File: config.mk
export PLATFORM = sky130hd
export DESIGN_NAME = brk_uart_tx
export DESIGN_NICKNAME = d
export VERILOG_FILES = /design/src/rtl/brk_uart_tx_pkg.sv /design/src/rtl/brk_uart_tx_ctrl.sv /design/src/rtl/brk_uart_tx_dp.sv /design/src/rtl/brk_uart_tx.sv
export SDC_FILE = /design/constraint.sdc
export NUM_CORES = 1
export LEC_CHECK = 0
export ABC_AREA = 1
export BUFFER_PORTS_ARGS = -buffer_cell sky130_fd_sc_hd__buf_2
export CAP_MARGIN = 20
export CORE_MARGIN = 2
export CORE_UTILIZATION = 25
export CTS_CLUSTER_SIZE = 20
export DETAILED_ROUTE_END_ITERATION = 10
export HOLD_SLACK_MARGIN = 0.15
export REMOVE_ABC_BUFFERS = 1
export SLEW_MARGIN = 20
export SYNTH_ARGS = -nofsm -noshare
export SYNTH_HDL_FRONTEND = slang
export SYNTH_SLANG_ARGS = --single-unit
File: constraint.sdc
create_clock -name clk -period 2.65 [get_ports clk]
set_input_delay 0.265 -clock clk [delete_from_list [all_inputs] [get_ports clk]]
set_output_delay 0.265 -clock clk [all_outputs]
set_load 0.05 [all_outputs]
File: src/rtl/brk_uart_tx_pkg.sv
package brk_uart_tx_pkg;

  // Strobes from the control unit to the datapath, valid for one cycle.
  typedef struct packed {
    logic captureHold; // latch wrData into the holding register
    logic loadFrame;   // move the holding register into the shifter
    logic loadBreak;   // when loading, build a break pattern instead of data
    logic shiftBit;    // advance the shifter by one bit
  } txStrobe_t;

endpackage

File: src/rtl/brk_uart_tx_ctrl.sv
module brk_uart_tx_ctrl
  import brk_uart_tx_pkg::*;
#(
  parameter int OVERSAMPLE = 16,
  parameter int DATA_W     = 8,
  parameter int BREAK_LOW  = 13
) (
  input  logic      clk,
  input  logic      rstN,
  input  logic      baudTick,
  input  logic      txEnable,
  input  logic      setBreak,
  input  logic      wrValid,
  output txStrobe_t strobe,
  output logic      holdEmpty,
  output logic      txBusy,
  output logic      sendBreak,
  output logic      overflow
);

  localparam int NORM_BITS = DATA_W + 2;
  localparam int BRK_BITS  = BREAK_LOW + 1;
  localparam int TICK_W    = (OVERSAMPLE > 1) ? $clog2(OVERSAMPLE) : 1;
  localparam int MAX_BITS  = (BRK_BITS > NORM_BITS) ? BRK_BITS : NORM_BITS;
  localparam int BIT_W     = $clog2(MAX_BITS + 1);

  logic              holdValid;
  logic              holdIsBreak;
  logic              breakClaimed;
  logic              active;
  logic              curIsBreak;
  logic [TICK_W-1:0] tickCnt;
  logic [BIT_W-1:0]  bitsLeft;

  logic tickEnd, lastBit, frameEnd, canLoad, wrAccept, wrDrop, tagBreak, breakDone;

  assign tickEnd   = active && baudTick && (tickCnt == TICK_W'(OVERSAMPLE - 1));
  assign lastBit   = (bitsLeft == BIT_W'(1));
  assign frameEnd  = tickEnd && lastBit;
  assign canLoad   = txEnable && holdValid && (!active || frameEnd);
  assign wrAccept  = wrValid && !holdValid;
  assign wrDrop    = wrValid && holdValid;
  assign tagBreak  = sendBreak && !breakClaimed;
  assign breakDone = frameEnd && curIsBreak;

  always_comb begin
    strobe.captureHold = wrAccept;
    strobe.loadFrame   = canLoad;
    strobe.loadBreak   = holdIsBreak;
    strobe.shiftBit    = tickEnd && !lastBit;
  end

  // Holding register bookkeeping and break tagging
  always_ff @(posedge clk or negedge rstN) begin
    if (!rstN) begin
      holdValid    <= 1'b0;
      holdIsBreak  <= 1'b0;
      breakClaimed <= 1'b0;
      sendBreak    <= 1'b0;
      overflow     <= 1'b0;
    end else begin
      if (wrAccept) begin
        holdValid   <= 1'b1;
        holdIsBreak <= tagBreak;
      end else if (canLoad) begin
        holdValid   <= 1'b0;
      end
      if (wrAccept && tagBreak)
        breakClaimed <= 1'b1;
      else if (breakDone)
        breakClaimed <= 1'b0;
      if (setBreak)
        sendBreak <= 1'b1;
      else if (breakDone)
        sendBreak <= 1'b0;
      if (wrDrop)
        overflow <= 1'b1;
    end
  end

  // Bit timing of the shifter
  always_ff @(posedge clk or negedge rstN) begin
    if (!rstN) begin
      active     <= 1'b0;
      curIsBreak <= 1'b0;
      tickCnt    <= '0;
      bitsLeft   <= '0;
    end else if (canLoad) begin
      active     <= 1'b1;
      curIsBreak <= holdIsBreak;
      tickCnt    <= '0;
      bitsLeft   <= holdIsBreak ? BIT_W'(BRK_BITS) : BIT_W'(NORM_BITS);
    end else if (frameEnd) begin
      active     <= 1'b0;
      curIsBreak <= 1'b0;
      bitsLeft   <= '0;
    end else if (tickEnd) begin
      tickCnt  <= '0;
      bitsLeft <= bitsLeft - BIT_W'(1);
    end else if (active && baudTick) begin
      tickCnt <= tickCnt + TICK_W'(1);
    end
  end

  assign holdEmpty = !holdValid;
  assign txBusy    = active;

  AST_DROP_FLAGS: assert property (@(posedge clk) disable iff (!rstN)
    wrValid && !holdEmpty |=> overflow);
  AST_OVF_STICKY: assert property (@(posedge clk) disable iff (!rstN)
    overflow |=> overflow);
  AST_HOLD_WAITS: assert property (@(posedge clk) disable iff (!rstN)
    !holdEmpty && !txEnable |=> !holdEmpty);
  AST_BREAK_SELF_CLEAR: assert property (@(posedge clk) disable iff (!rstN)
    breakDone && !setBreak |=> !sendBreak);
  AST_SET_BREAK: assert property (@(posedge clk) disable iff (!rstN)
    setBreak |=> sendBreak);
  AST_BITS_RANGE: assert property (@(posedge clk) disable iff (!rstN)
    txBusy |-> (bitsLeft != '0) && (bitsLeft <= BIT_W'(MAX_BITS)));

endmodule

File: src/rtl/brk_uart_tx_dp.sv
module brk_uart_tx_dp
  import brk_uart_tx_pkg::*;
#(
  parameter int DATA_W    = 8,
  parameter int BREAK_LOW = 13
) (
  input  logic              clk,
  input  logic              rstN,
  input  txStrobe_t         strobe,
  input  logic [DATA_W-1:0] wrData,
  output logic              txLine
);

  localparam int NORM_BITS = DATA_W + 2;
  localparam int BRK_BITS  = BREAK_LOW + 1;
  localparam int FRAME_W   = (BRK_BITS > NORM_BITS) ? BRK_BITS : NORM_BITS;

  logic [DATA_W-1:0]  holdData;
  logic [FRAME_W-1:0] shiftReg;
  logic [FRAME_W-1:0] normPattern;
  logic [FRAME_W-1:0] brkPattern;

  // Frame images, bit 0 leaves first; upper bits are idle-high fill.
  generate
    if (FRAME_W > NORM_BITS) begin : g_padNorm
      assign normPattern = {{(FRAME_W - NORM_BITS){1'b1}}, 1'b1, holdData, 1'b0};
    end else begin : g_exactNorm
      assign normPattern = {1'b1, holdData, 1'b0};
    end
    if (FRAME_W > BRK_BITS) begin : g_padBrk
      assign brkPattern = {{(FRAME_W - BRK_BITS){1'b1}}, 1'b1, {BREAK_LOW{1'b0}}};
    end else begin : g_exactBrk
      assign brkPattern = {1'b1, {BREAK_LOW{1'b0}}};
    end
  endgenerate

  always_ff @(posedge clk or negedge rstN) begin
    if (!rstN)
      holdData <= '0;
    else if (strobe.captureHold)
      holdData <= wrData;
  end

  always_ff @(posedge clk or negedge rstN) begin
    if (!rstN)
      shiftReg <= '1;
    else if (strobe.loadFrame)
      shiftReg <= strobe.loadBreak ? brkPattern : normPattern;
    else if (strobe.shiftBit)
      shiftReg <= {1'b1, shiftReg[FRAME_W-1:1]};
  end

  assign txLine = shiftReg[0];

  AST_LOAD_STARTS_LOW: assert property (@(posedge clk) disable iff (!rstN)
    strobe.loadFrame |=> !txLine);

endmodule

File: src/rtl/brk_uart_tx.sv
module brk_uart_tx
  import brk_uart_tx_pkg::*;
#(
  parameter int OVERSAMPLE = 16,
  parameter int DATA_W     = 8,
  parameter int BREAK_LOW  = 13
) (
  input  logic              clk,
  input  logic              rstN,
  input  logic              baudTick,
  input  logic              txEnable,
  input  logic              setBreak,
  input  logic              wrValid,
  input  logic [DATA_W-1:0] wrData,
  output logic              txLine,
  output logic              holdEmpty,
  output logic              txBusy,
  output logic              sendBreak,
  output logic              overflow
);

  txStrobe_t strobe;

  brk_uart_tx_ctrl #(
    .OVERSAMPLE(OVERSAMPLE),
    .DATA_W    (DATA_W),
    .BREAK_LOW (BREAK_LOW)
  ) ctrl (
    .clk      (clk),
    .rstN     (rstN),
    .baudTick (baudTick),
    .txEnable (txEnable),
    .setBreak (setBreak),
    .wrValid  (wrValid),
    .strobe   (strobe),
    .holdEmpty(holdEmpty),
    .txBusy   (txBusy),
    .sendBreak(sendBreak),
    .overflow (overflow)
  );

  brk_uart_tx_dp #(
    .DATA_W   (DATA_W),
    .BREAK_LOW(BREAK_LOW)
  ) dp (
    .clk   (clk),
    .rstN  (rstN),
    .strobe(strobe),
    .wrData(wrData),
    .txLine(txLine)
  );

  AST_IDLE_HIGH: assert property (@(posedge clk) disable iff (!rstN)
    !txBusy |-> txLine);
  AST_LOW_IS_BUSY: assert property (@(posedge clk) disable iff (!rstN)
    !txLine |-> txBusy);

endmodule

==> summary.md <==
| Metric | Value |
|---|---|
| Clock period minus final worst setup slack | 1800 ps |
| Post-synthesis adder-cell area fraction | 2.12% |
| Critical path capture point type | flip-flop |
| Number of flops mapped to enable cells by yosys | 0 |
| Largest family of logic cells by synthesized area | simple AND/OR/NAND/NOR gates |
| Via count | 1307 |
| Power density over the cells | 827 nW/µm² |
| Async set or reset register ratio after synthesis | 100% |
| Worst skew pair latency | 300 ps |
| Outcome | completed |
| Class of the tightest hold or removal check | in2reg |
| Arrival time at the worst endpoint | 2030 ps |
| Antenna diode count | 0 |
| Remaining antenna violation count after routing | 0 |
| # IOs | 19 |
| Xor and xnor fraction of the mapped netlist area | 1.98% |
| Worst setup skew after layout | 8.76 ps |
| Worst flop-to-flop path startpoint | ctrl.bitsLeft[1]$_DFFE_PN0P_ |
| Highest Clock Rate | 555 MHz |
| Launch instance of the worst min-delay path | setBreak |
| Synth Instances | 193 |
| Count of distinct cell types in the synthesized netlist | 30 |
| X dimension of the die | 88.1 µm |
| Yosys top cell area share | 32.6% |
| Layout cells sized above 1 | 27.0% |
| CTS tree | yes |
| Footprint of the flip-flops and latches | 917 µm² |
| Endpoint of the most critical setup path | dp.shiftReg[9]$_DFFE_PN1P_ |
| DRT Wirelength | 3210 µm |
| Layout Cell Area excl Fill | 2050 µm² |
| Number of maximum-capacitance violations | 0 |
| Maximum number of pins on one net before global-route repair | 37 |
| Leakage power figure | 0.987 nW |
| Gp weighted congestion | 0.833 |
| Worst Max-Slew Pin Slew | 799 ps |
| Number of failing hold endpoints at the final stage | 0 |
| Number of antenna violations at the first check in global routing | 0 |
| Largest area contributor in the synthesized netlist | sky130_fd_sc_hd__dfrtp_1 |
| Number of synthesized register bits | 36 |
| First-pass GRT wire length | 5850 µm |
| Post-CTS Setup Bufs | 0 |
| Setup-violating endpoint count in the final report | 0 |
| Post-synthesis compound-gate area fraction | 5.10% |
| Top_reg_cell synth | sky130_fd_sc_hd__dfrtp_1 |
| Worst reg2reg endpoint | dp.shiftReg[9]$_DFFE_PN1P_ |
| Category of the most critical setup path | reg2reg |
| Commonest non-fill, non-tap cells in the layout | 52 x sky130_fd_sc_hd__nand2_1, 29 x sky130_fd_sc_hd__nand3_1, 23 x sky130_fd_sc_hd__dfrtp_1 |
| Number of CTS-inserted buffers | 5 |
| Starting utilization of the core area | 25.9% |
| Max transition margin | 46.7% |
| Layout Utilization | 30.0% |
| CP max FO | 27 |
| Remaining global-route overflow | 0 |
| Combined area of the multi-input logic cells | 719 µm² |
| Total Negative Setup Slacks | 0 ps |
| FP Rows | 30 |
| # hold bufs at CTS | 1 |
| Mux cell area share after synthesis | 0% |
| Final critical-path share of the clock period | 68.0% |
| Vias in the first global route | 1286 |
| WL/cell | 10.3 µm |
| Number of warning messages in the yosys log | 0 |
| Routed vias/inst | 4.20 |
| Final HPWL DP | 2280 µm |
| Total global-route track usage | 9.92% |
| DIE AREA | 7760 µm² |
| Number of DRC violations after detailed-routing iteration 0 | 64 |
| Number of cells in the finished layout apart from fillers | 311 |
| Leading cell type in the layout, fill and taps excluded | sky130_fd_sc_hd__nand2_1 |
| Clock root cell | sky130_fd_sc_hd__clkbuf_8 |
| Deepest clock path buffer count | 2 |
| Number of nets in the layout | 231 |
| Final number of max-transition violations | 0 |
| Critical Path Source | ctrl.bitsLeft[1]$_DFFE_PN0P_ |
| Share of synthesized cell area in and, or, nand and nor gates | 31.5% |
| Dominant cells by area after synthesis | sky130_fd_sc_hd__dfrtp_1 33%, sky130_fd_sc_hd__dfstp_2 19%, sky130_fd_sc_hd__nand2_1 11%, sky130_fd_sc_hd__nand3_1 8.2%, sky130_fd_sc_hd__inv_1 3.6% |
| Total of cells resized after clock tree synthesis | 0 |
| Cells after DPL | 302 |
| Kind of launch point of the worst setup path | flip-flop |
| Number of iterations in the first detailed-routing pass | 4 |
| Setup repair after global routing missed its margin | false |
| Vertical extent of the die | 88.1 µm |
| Depth of the CTS H-tree | 2 |
| Cell area after synthesis | 1770 µm² |
| Number of I/O port buffers | 18 |
| TritonCTS sink count | 36 |
| Synth Area per Inst | 9.15 µm² |
| Reg2Reg Setup Slack | 850 ps |
| FF-to-FF path depth | 10 |
| Number of remaining DRC errors | 0 |
| Number of fill cells | 754 |
| Largest voltage drop on the vdd net | 0.339 mV |
| Placement-stage cell area | 1930 µm² |
| Post-CTS clock slew at the launch and capture registers of the worst setup and hold paths | 70 ps |
| Required time of the worst setup path | 2880 ps |
| Worst-case hold slack | 166 ps |
| Total core area | 6830 µm² |
| Sequential area share after synthesis | 51.9% |
| Layout-stage area growth over the synthesis result | 16.0% |
[how the worst min path moves through the flow]
| stage | endpoint | cells past startpoint |
|---|---|---|
| 6_report | ctrl.sendBreak$_DFFE_PN0P_ | 2 |
| 4_1_cts | ctrl.sendBreak$_DFFE_PN0P_ | 2 |
| 2_1_floorplan | ctrl.bitsLeft[0]$_DFFE_PN0P_ | 0 |
| 3_3_place_gp | ctrl.txBusy$_DFFE_PN0P_ | 1 |
| 5_1_grt | dp.holdData[4]$_DFFE_PN0P_ | 3 |
| 3_5_place_dp | ctrl.txBusy$_DFFE_PN0P_ | 1 |
[final cells by class]
type / count / share of cell area, %
multi-input cells: 131 / 35.1
flip-flops and latches: 36 / 44.7
repair buffers: 20 / 5.25
clock inverters: 2 / 1.71
clock buffers: 6 / 3.54
well taps: 96 / 5.86
inverters: 20 / 3.79
[flip-flops by register name, indices dropped and copies added, names as in the netlist]
register	count
ctrl.holdIsBreak	1
ctrl.holdValid	1
ctrl.txBusy	1
dp.holdData	8
ctrl.tickCnt	4
ctrl.overflow	1
ctrl.sendBreak	1
ctrl.curIsBreak	1
ctrl.breakClaimed	1
ctrl.bitsLeft	4
dp.shiftReg	13
[cell usage after synthesis (2+ instances only)]
cell,instances
sky130_fd_sc_hd__buf_6,4
sky130_fd_sc_hd__clkbuf_1,2
sky130_fd_sc_hd__dfrtp_1,23
sky130_fd_sc_hd__dfstp_2,13
sky130_fd_sc_hd__ha_1,3
sky130_fd_sc_hd__inv_1,17
sky130_fd_sc_hd__nand2_1,52
sky130_fd_sc_hd__nand2_2,4
sky130_fd_sc_hd__nand3_1,29
sky130_fd_sc_hd__nand3_2,5
sky130_fd_sc_hd__nand4_1,10
sky130_fd_sc_hd__nor2_1,4
sky130_fd_sc_hd__nor2_4,2
sky130_fd_sc_hd__o21ai_0,6
sky130_fd_sc_hd__o21bai_1,2
sky130_fd_sc_hd__xor2_1,3
[critical path: stages, from the launching register on]
cell                      delay, ps
sky130_fd_sc_hd__dfrtp_1        380
sky130_fd_sc_hd__inv_1           90
sky130_fd_sc_hd__ha_1           150
sky130_fd_sc_hd__nand2_1         60
sky130_fd_sc_hd__nor2_2         150
sky130_fd_sc_hd__nand2_1        120
sky130_fd_sc_hd__nand2_2        240
sky130_fd_sc_hd__nand2_4        250
sky130_fd_sc_hd__nand2_2        170
sky130_fd_sc_hd__nand3_1         70
sky130_fd_sc_hd__nand2_1         70
[cells by family after synthesis]
kind of cell | count (synthesis)
simple gates | 110
flops | 36
buf+inv | 26
compound gates | 14
xor+xnor | 4
fa+ha+maj | 3
[per-layer routing]
metal / routed length, µm / track usage [%] / vias to the layer above
met1: 1560 / 12.8 / 604
li1: - / - / 677
met5: 0 / 0 / -
met2: 1450 / 15.1 / 21
met3: 119 / 3.11 / 5
met4: 75 / 4.96 / 0
[report_power, final]
part	total, mW	switching (mW)	internal [mW]
clock network	0.476	0.197	0.279
registers	0.874	0.112	0.762
logic	0.347	0.189	0.158
total	1.70	0.497	1.20
[metrics by stage]
| stage | worst slack (ps) | total power, mW |
|---|---|---|
| global route | 647 | 1.82 |
| finish | 849 | 1.70 |
| global placement | 899 | 1.22 |
| detailed placement | 850 | 1.24 |
| CTS | 840 | 1.73 |
| floorplan | 847 | 1.14 |
Power figures use the tool's default switching activity.
